## src/rtl/txact_pkg.sv

```systemverilog
package txact_pkg;
  typedef enum logic {
    RING_IDLE = 1'b0,
    RING_RUN  = 1'b1
  } ring_state_t;
endpackage

```

## src/rtl/txact_rst_sync.sv

```systemverilog
module txact_rst_sync #(
  parameter int STAGES = 2
) (
  input  logic clk,
  input  logic rst_n,
  output logic rst_sync_n
);
  logic [STAGES-1:0] chain_q;

  always_ff @(posedge clk or negedge rst_n) begin
    if (!rst_n) chain_q <= '0;
    else        chain_q <= {chain_q[STAGES-2:0], 1'b1};
  end

  assign rst_sync_n = chain_q[STAGES-1];
endmodule

```

## src/rtl/txact_idx_cmp.sv

```systemverilog
module txact_idx_cmp #(
  parameter int IDX_W = 16
) (
  input  logic [IDX_W-1:0] prod_idx,
  input  logic [IDX_W-1:0] cons_idx,
  output logic             ring_pending
);
  logic [IDX_W-1:0] diff_bits;

  genvar gi;
  generate
    for (gi = 0; gi < IDX_W; gi++) begin : g_bit
      assign diff_bits[gi] = prod_idx[gi] ^ cons_idx[gi];
    end
  endgenerate

  assign ring_pending = |diff_bits;
endmodule

```

## src/rtl/txact_drain_mon.sv

```systemverilog
module txact_drain_mon (
  input  logic clk,
  input  logic rst_n,
  input  logic clr,
  input  logic dp_busy,
  input  logic stat_ack,
  output logic quiet
);
  logic busy_q, owed_q;
  logic busy_fell, owed_d;

  always_comb begin
    busy_fell = busy_q & ~dp_busy;
    owed_d    = (owed_q | busy_fell) & ~stat_ack;
    quiet     = ~dp_busy & ~owed_d;
  end

  always_ff @(posedge clk or negedge rst_n) begin
    if (!rst_n) begin
      busy_q <= 1'b0;
      owed_q <= 1'b0;
    end else if (clr) begin
      busy_q <= 1'b0;
      owed_q <= 1'b0;
    end else begin
      busy_q <= dp_busy;
      owed_q <= owed_d;
    end
  end

  AST_OWED_CLEARS_ON_ACK: assert property (@(posedge clk) disable iff (!rst_n)
    (stat_ack && !clr) |=> !owed_q);
endmodule

```

## src/rtl/txact_rearm.sv

```systemverilog
module txact_rearm (
  input  logic clk,
  input  logic rst_n,
  input  logic soft_rst,
  input  logic tx_en,
  output logic hold
);
  logic hold_q, hold_d, hold_ce;

  always_comb begin
    hold_ce = soft_rst | ~tx_en;
    hold_d  = soft_rst;
  end

  always_ff @(posedge clk or negedge rst_n) begin
    if (!rst_n)       hold_q <= 1'b1;
    else if (hold_ce) hold_q <= hold_d;
  end

  assign hold = hold_q;

  AST_HOLD_RELEASE_NEEDS_LOW_EN: assert property (@(posedge clk) disable iff (!rst_n)
    $fell(hold_q) |-> $past(!tx_en));
endmodule

```

## src/rtl/txact_ctrl.sv

```systemverilog
module txact_ctrl #(
  parameter int IDX_W     = 16,
  parameter int RST_STAGE = 2
) (
  input  logic             clk,
  input  logic             rst_n,
  input  logic             soft_rst,
  input  logic             tx_en,
  input  logic [IDX_W-1:0] prod_idx,
  input  logic [IDX_W-1:0] cons_idx,
  input  logic             dp_busy,
  input  logic             stat_ack,
  output logic             tx_active,
  output logic             fetch_start
);
  import txact_pkg::*;

  logic        rst_sync_n;
  logic        ring_pending;
  logic        quiet;
  logic        hold;
  ring_state_t state_q, state_d;
  logic        start_q, start_d;
  logic        enter;

  txact_rst_sync #(.STAGES(RST_STAGE)) u_rst_sync (
    .clk        (clk),
    .rst_n      (rst_n),
    .rst_sync_n (rst_sync_n)
  );

  txact_idx_cmp #(.IDX_W(IDX_W)) u_idx_cmp (
    .prod_idx     (prod_idx),
    .cons_idx     (cons_idx),
    .ring_pending (ring_pending)
  );

  txact_drain_mon u_drain_mon (
    .clk      (clk),
    .rst_n    (rst_sync_n),
    .clr      (soft_rst),
    .dp_busy  (dp_busy),
    .stat_ack (stat_ack),
    .quiet    (quiet)
  );

  txact_rearm u_rearm (
    .clk      (clk),
    .rst_n    (rst_sync_n),
    .soft_rst (soft_rst),
    .tx_en    (tx_en),
    .hold     (hold)
  );

  always_comb begin
    enter   = 1'b0;
    state_d = state_q;
    if (soft_rst) begin
      state_d = RING_IDLE;
    end else begin
      unique case (state_q)
        RING_IDLE: begin
          if (tx_en && ring_pending && !hold) begin
            state_d = RING_RUN;
            enter   = 1'b1;
          end
        end
        RING_RUN: begin
          if (!ring_pending)       state_d = RING_IDLE;
          else if (!tx_en && quiet) state_d = RING_IDLE;
        end
        default: state_d = RING_IDLE;
      endcase
    end
    start_d = enter;
  end

  always_ff @(posedge clk or negedge rst_sync_n) begin
    if (!rst_sync_n) begin
      state_q <= RING_IDLE;
      start_q <= 1'b0;
    end else begin
      state_q <= state_d;
      start_q <= start_d;
    end
  end

  assign tx_active   = (state_q == RING_RUN);
  assign fetch_start = start_q;

  AST_START_ONLY_ON_ENTRY: assert property (@(posedge clk) disable iff (!rst_sync_n)
    fetch_start |-> (tx_active && !$past(tx_active)));
  AST_ENTRY_NEEDS_WORK: assert property (@(posedge clk) disable iff (!rst_sync_n)
    $rose(tx_active) |-> $past(tx_en && (prod_idx != cons_idx)));
  AST_DRAIN_EXIT: assert property (@(posedge clk) disable iff (!rst_sync_n)
    (tx_active && (prod_idx == cons_idx)) |=> !tx_active);
  AST_HOLD_WHILE_BUSY: assert property (@(posedge clk) disable iff (!rst_sync_n)
    (tx_active && dp_busy && (prod_idx != cons_idx) && !soft_rst) |=> tx_active);
  AST_SOFT_RST_IDLE: assert property (@(posedge clk) disable iff (!rst_sync_n)
    soft_rst |=> (!tx_active && !fetch_start));
  AST_NO_START_DISABLED: assert property (@(posedge clk) disable iff (!rst_sync_n)
    (!tx_active && !tx_en) |=> !tx_active);
endmodule

```

## config.mk

```make
export PLATFORM = sky130hd
export DESIGN_NAME = txact_ctrl
export DESIGN_NICKNAME = d
export VERILOG_FILES = /design/src/rtl/txact_pkg.sv /design/src/rtl/txact_rst_sync.sv /design/src/rtl/txact_idx_cmp.sv /design/src/rtl/txact_drain_mon.sv /design/src/rtl/txact_rearm.sv /design/src/rtl/txact_ctrl.sv
export SDC_FILE = /design/constraint.sdc
export NUM_CORES = 1
export LEC_CHECK = 0
export BUFFER_PORTS_ARGS = -buffer_cell sky130_fd_sc_hd__buf_2
export CORE_AREA = 3 3 40 42
export CTS_CLUSTER_SIZE = 8
export DETAILED_ROUTE_END_ITERATION = 8
export DIE_AREA = 0 0 43 45
export PLACE_DENSITY = 0.72
export SYNTH_ARGS = -nofsm -noshare
export SYNTH_HDL_FRONTEND = slang
export SYNTH_SLANG_ARGS = --single-unit
```

## constraint.sdc

```tcl
create_clock -name clk -period 0.8 [get_ports clk]
set_input_delay 0.12 -clock clk [delete_from_list [all_inputs] [get_ports clk]]
set_output_delay 0.12 -clock clk [all_outputs]
set_load 0.01 [all_outputs]
```

## Yosys cells after proc, flatten, opt, wreduce, memory -nomap -nowiden

Cells that the tools add are included.

| storage, ports and cells | value |
|---|---|
| bits of input ports | 38 |
| word-level logic and storage cells | 47 |
| flip-flop bits (word level) | 7 |

| cells by class | value |
|---|---|
| bitwise gates (word level) | 26 |
| reduce and logical (&&, ||, !) cells | 6 |
| muxes and demuxes | 9 |

Operators with widths:

| operator | count |
|---|---|
| 16-bit OR reduction | 1 |
| 1-bit bitwise XOR | 16 |
| 1-bit 2-to-1 mux | 8 |
| 1-bit NOT | 5 |
| 1-bit AND | 3 |
| 1-bit logical AND | 3 |
| 1-bit logical NOT | 2 |
| 1-bit OR | 2 |
| 1-bit case mux with 2 select lines | 1 |

## Depth between registers and ports, before layout

| logic depth | value |
|---|---|
| depth after elaboration | 11 |
| gate-level depth with buffers | 4 |

## Modules after synthesis

Synthesis repeated with hierarchy kept, for this count alone.

| second synthesis, totals | value |
|---|---|
| cell total of the unflattened synthesis | 42 |
| area total of the unflattened synthesis | 454.2 sq um |

Modules (own cells, without submodules):

| module | area an instance (sq um) | sequential area each (sq um) | times used | cells an instance |
|---|---|---|---|---|
| txact_idx_cmp | 171.4 | 0.0 | 1 | 21 |
| txact_ctrl | 107.6 | 50.0 | 1 | 8 |
| txact_drain_mon | 87.6 | 50.0 | 1 | 8 |
| txact_rst_sync | 53.8 | 50.0 | 1 | 3 |
| txact_rearm | 33.8 | 26.3 | 1 | 2 |

## Worst setup path before layout

OpenSTA, ideal clock, no wires.

| timing path | value |
|---|---|
| path type | input -> register |
| start | input cons_idx[5] |
| end | register start_q (netlist: fetch_start) |
| library setup time | 130 ps |
| cell stages on the path | 4 |
| path slack | -61 ps |
| buffers on the path | 0 |
| arrival time | 732 ps |
| cells stage by stage | xnor2_1 -> nand4_1 -> nor4_2 -> nor3_1 |

| on the way | value |
|---|---|
| word-level cells in the longest chain between the ends | 7 |

RTL lines:

| item | RTL line | RTL |
|---|---|---|
| start: declaration | txact_ctrl.sv:10 | `input logic [IDX_W-1:0] cons_idx,` |
| 1-bit bitwise XOR | txact_idx_cmp.sv:13 | `assign diff_bits[gi] = prod_idx[gi] ^ cons_idx[gi];` |
| 16-bit OR reduction | txact_idx_cmp.sv:17 | `assign ring_pending = \|diff_bits;` |
| 1-bit logical AND (2 in a row) | txact_ctrl.sv:63 | `if (tx_en && ring_pending && !hold) begin` |
| 1-bit 2-to-1 mux | txact_ctrl.sv:63 |  |
| 1-bit 2-to-1 mux | txact_ctrl.sv:61 | `unique case (state_q)` |
| 1-bit 2-to-1 mux | txact_ctrl.sv:58 | `if (soft_rst) begin` |
| named net enter | txact_ctrl.sv:24 | `logic enter;` |
| end signal: assignment | txact_ctrl.sv:84 | `start_q <= start_d;` |
| end: declaration | txact_ctrl.sv:23 | `logic start_q, start_d;` |

The timed path passes the listed nets, and every way through them passes these cells.
A chain may end at the register's enable or synchronous reset.

## Worst setup path in the final report

| timing path | value |
|---|---|
| start | register u_rearm.hold_q (netlist: u_rearm.hold) |
| end | register state_q (netlist: tx_active) |

| on the way | value |
|---|---|
| word-level cells in the longest chain between the ends | 5 |

RTL lines:

| item | RTL line | RTL |
|---|---|---|
| start: declaration | txact_rearm.sv:8 | `logic hold_q, hold_d, hold_ce;` |
| start signal: assignment | txact_rearm.sv:17 | `else if (hold_ce) hold_q <= hold_d;` |
| 1-bit logical NOT | txact_ctrl.sv:63 |  |
| 1-bit logical AND | txact_ctrl.sv:63 |  |
| 1-bit 2-to-1 mux | txact_ctrl.sv:63 |  |
| 1-bit case mux with 2 select lines | txact_ctrl.sv:61 |  |
| 1-bit 2-to-1 mux | txact_ctrl.sv:58 |  |
| named net state_d | txact_ctrl.sv:22 | `ring_state_t state_q, state_d;` |
| end signal: assignment | txact_ctrl.sv:83 | `state_q <= state_d;` |
| end: declaration | txact_ctrl.sv:22 |  |

The timed path passes the listed nets, and every way through them passes these cells.

==> qor.yml <==
global_route:
  grt_usage: 0.1026
  grt_overflow: 0
  grt_pass1_wl_um: 1469
  antenna_found_initial: 0
  grt_pass1_vias: 431
  grt_max_degree: 6
timing:
  setup_viol: 4
  period_share: 1.115
  fin_crit_ns: 0.8922
  maxClockFrequency_ghz: 1.121
  setup_ws_ns: -0.09216
  slew_violations: 0
  worst_clock_skew_ns: 0.004592
  final_hold_viol_count: 0
  rsz0062_at_grt: "yes"
setup_path:
  timing.rr.start: "u_rearm.hold"
  startpoint_type: "flip-flop"
  rr_endpoint: "tx_active"
  cp.required_ns: 0.92
  ff2ff_path_depth: 3
  cp.arrival_ns: 1.01
  cp-startpoint: "u_rearm.hold"
  crit_path_max_fanout: 3
  setup.worst_path.end: "tx_active"
  critical_path_class: "reg2reg"
  end_kind: "flip-flop"
  r2r_slack_ns: -0.09
final_layout:
  n_antenna_cell: 0
  fin_nets: 127
  utilization: 0.5696
  area_growth_pct: 73.08
  drive_above_1_share: 0.6023
clocking:
  clockRootBuffer: "clkbuf_4"
  cts.reportedPaths.clkPinSlew_ns: 0.05
  tritoncts: "done"
  clock_latency_ns: 0.24
  clockBufferDepth: 2
  numCtsBuffers: 3
  htreeDepth: 1
  cts_sinks: 7
routing:
  drt_wl_total_um: 956
  drtIter0Drc: 0
  postRouteAntennaNets: 0
  dr.pass1.iters: 1
  wire_per_inst_um: 9.282
  vias: 447
  drc_errors: 0
  via_per_inst: 4.340
yosys:
  synth_cell_types: 13
  syn_inst: 43
  synth_seq_cells: 7
  synth_area_um2: 422.9
  synth_warnings: 0
  synth_fp_nets: 81
  yosysSeqAreaShare: 0.4172
  avgSynthCellArea_um2: 9.835
place:
  port_buffers: 39
  dp_slack_ns: -0.2842
  gp_congestion: 0.6578
  hpwl_um: 866
power_and_ir_drop:
  seq_power_share: 0.410
  power.internal_mw: 0.7177
  power_leakage_nw: 0.3724
  switchingPower_mw: 0.2229
  clkPwrFrac: 0.319
  irDropWorstVdd_v: 0.0007741
  combPwrFrac: 0.271
  switching_share: 0.2370
  power.density_nw_per_um2: 1285
die:
  start_util: 0.3291
  die_h_um: 45
  ios: 40
  die_x_um: 43
  die_area_um2: 1935
  placeableCoreArea_um2: 1285
  rows: 13
flow_run:
  cap_violations: 0
min_path:
  holdCritStartpoint: "stat_ack"
  min_path_type: "in2reg"
run_status:
  status: "finished with violations"
  violations: "setup timing"
==> power groups by stage <==
stage / sequential, mW / combinational, mW / clock, mW
6_report: 0.386 / 0.255 / 0.300
5_1_grt: 0.388 / 0.282 / 0.339
2_1_floorplan: 0.392 / 0.0985 / 0
3_5_place_dp: 0.392 / 0.221 / 0
3_3_place_gp: 0.390 / 0.217 / 0
4_1_cts: 0.386 / 0.238 / 0.321
==> Yosys cell counts, drive strengths merged <==
cell | n | area share
a21o | 1 | 0.018
a21oi | 2 | 0.024
conb | 1 | 0.0089
dfrtp | 6 | 0.36
dfstp | 1 | 0.062
inv | 2 | 0.018
nand2 | 1 | 0.0089
nand4 | 4 | 0.059
nor2 | 4 | 0.035
nor3 | 3 | 0.035
nor4 | 2 | 0.044
xnor2 | 16 | 0.33
==> critical path: stages, from the launching register on <==
cell     delay [ns]
dfstp_2        0.54
inv_2          0.04
a21oi_2        0.13
nor4_2         0.06
==> per-layer routing <==
metal | track usage | vias to the layer above | part of all wire
li1 | - | 233 | -
met1 | 0.1166 | 183 | 0.38
met2 | 0.1677 | 31 | 0.47
met3 | 0.03984 | 0 | 0.15
met4 | 0.05422 | 0 | 0
met5 | 0 | - | 0
==> per-stage QoR <==
stage | power, mW | setup TNS (ns) | hold slack [ns] | instance area [um2] | instances
global placement | 0.6078 | -0.4189 | -0.09484 | 636.9 | 97
floorplan | 0.4902 | -0.1125 | -0.1756 | 422.9 | 43
global route | 1.009 | -0.4303 | 0.05465 | 732.0 | 103
detailed placement | 0.6130 | -0.5614 | -0.09161 | 636.9 | 97
finish | 0.9406 | -0.2490 | 0.04576 | 732.0 | 103
CTS | 0.9448 | -0.2425 | 0.03486 | 698.2 | 103
==> worst min-delay path by stage <==
stage | depth (start not counted) | endpoint | slack (ns)
2_1_floorplan | 0 | u_rst_sync.chain_q[0] | -0.18
6_report | 2 | u_drain_mon.owed_q | 0.05
5_1_grt | 2 | u_drain_mon.owed_q | 0.05
3_5_place_dp | 1 | u_rst_sync.chain_q[0] | -0.09
3_3_place_gp | 1 | u_rst_sync.chain_q[0] | -0.09
4_1_cts | 2 | u_drain_mon.owed_q | 0.03
==> registers in the layout, summed over array words and instances (netlist names) <==
name / flops
tx_active: 1
u_rst_sync.chain_q: 2
u_drain_mon.owed_q: 1
fetch_start: 1
u_rearm.hold: 1
u_drain_mon.busy_q: 1
==> kinds of logic (layout without fill, tap and decap cells) <==
group	Yosys count	count (layout)	synth area share
xor gates and xnor gates	16	16	0.3314
AOI/OAI and AO/OA	3	3	0.04143
and+or+nand+nor	14	14	0.1834
other	1	1	0.008867
DFF	7	7	0.4172
buffers and inverters	2	47	0.01776
==> repair_timing <==
action,in CTS,in global routing
hold buffers,1,0
hold endpoints to repair,2,0
buffers inserted,1,0
gates resized for setup,4,5
setup endpoints to repair,4,4
pin swaps,1,1
==> final cells by class <==
type,count,area (um2)
multi-input combinational,34,290.3
fill,118,553.0
tap,15,18.77
inverter,2,7.507
clock buffer,4,26.28
sequential,7,176.4
timing repair buffer,41,212.7
==> cell usage in the layout, fill, tap and decap left out <==
cell / n
nand2_1: 1
clkbuf_1: 1
a21o_1: 1
inv_1: 1
dfstp_2: 1
dlygate4sd3_1: 1
buf_4: 1
nand4_1: 4
nor4_4: 1
a21oi_2: 1
conb_1: 1
xnor2_2: 3
buf_2: 39
nor2_1: 4
nor4_2: 1
dfrtp_1: 6
xnor2_1: 13
nor3_2: 2
nor3_1: 1
a21oi_1: 1
clkbuf_4: 3
inv_2: 1
Note: power is estimated with default switching activity, not from simulation.
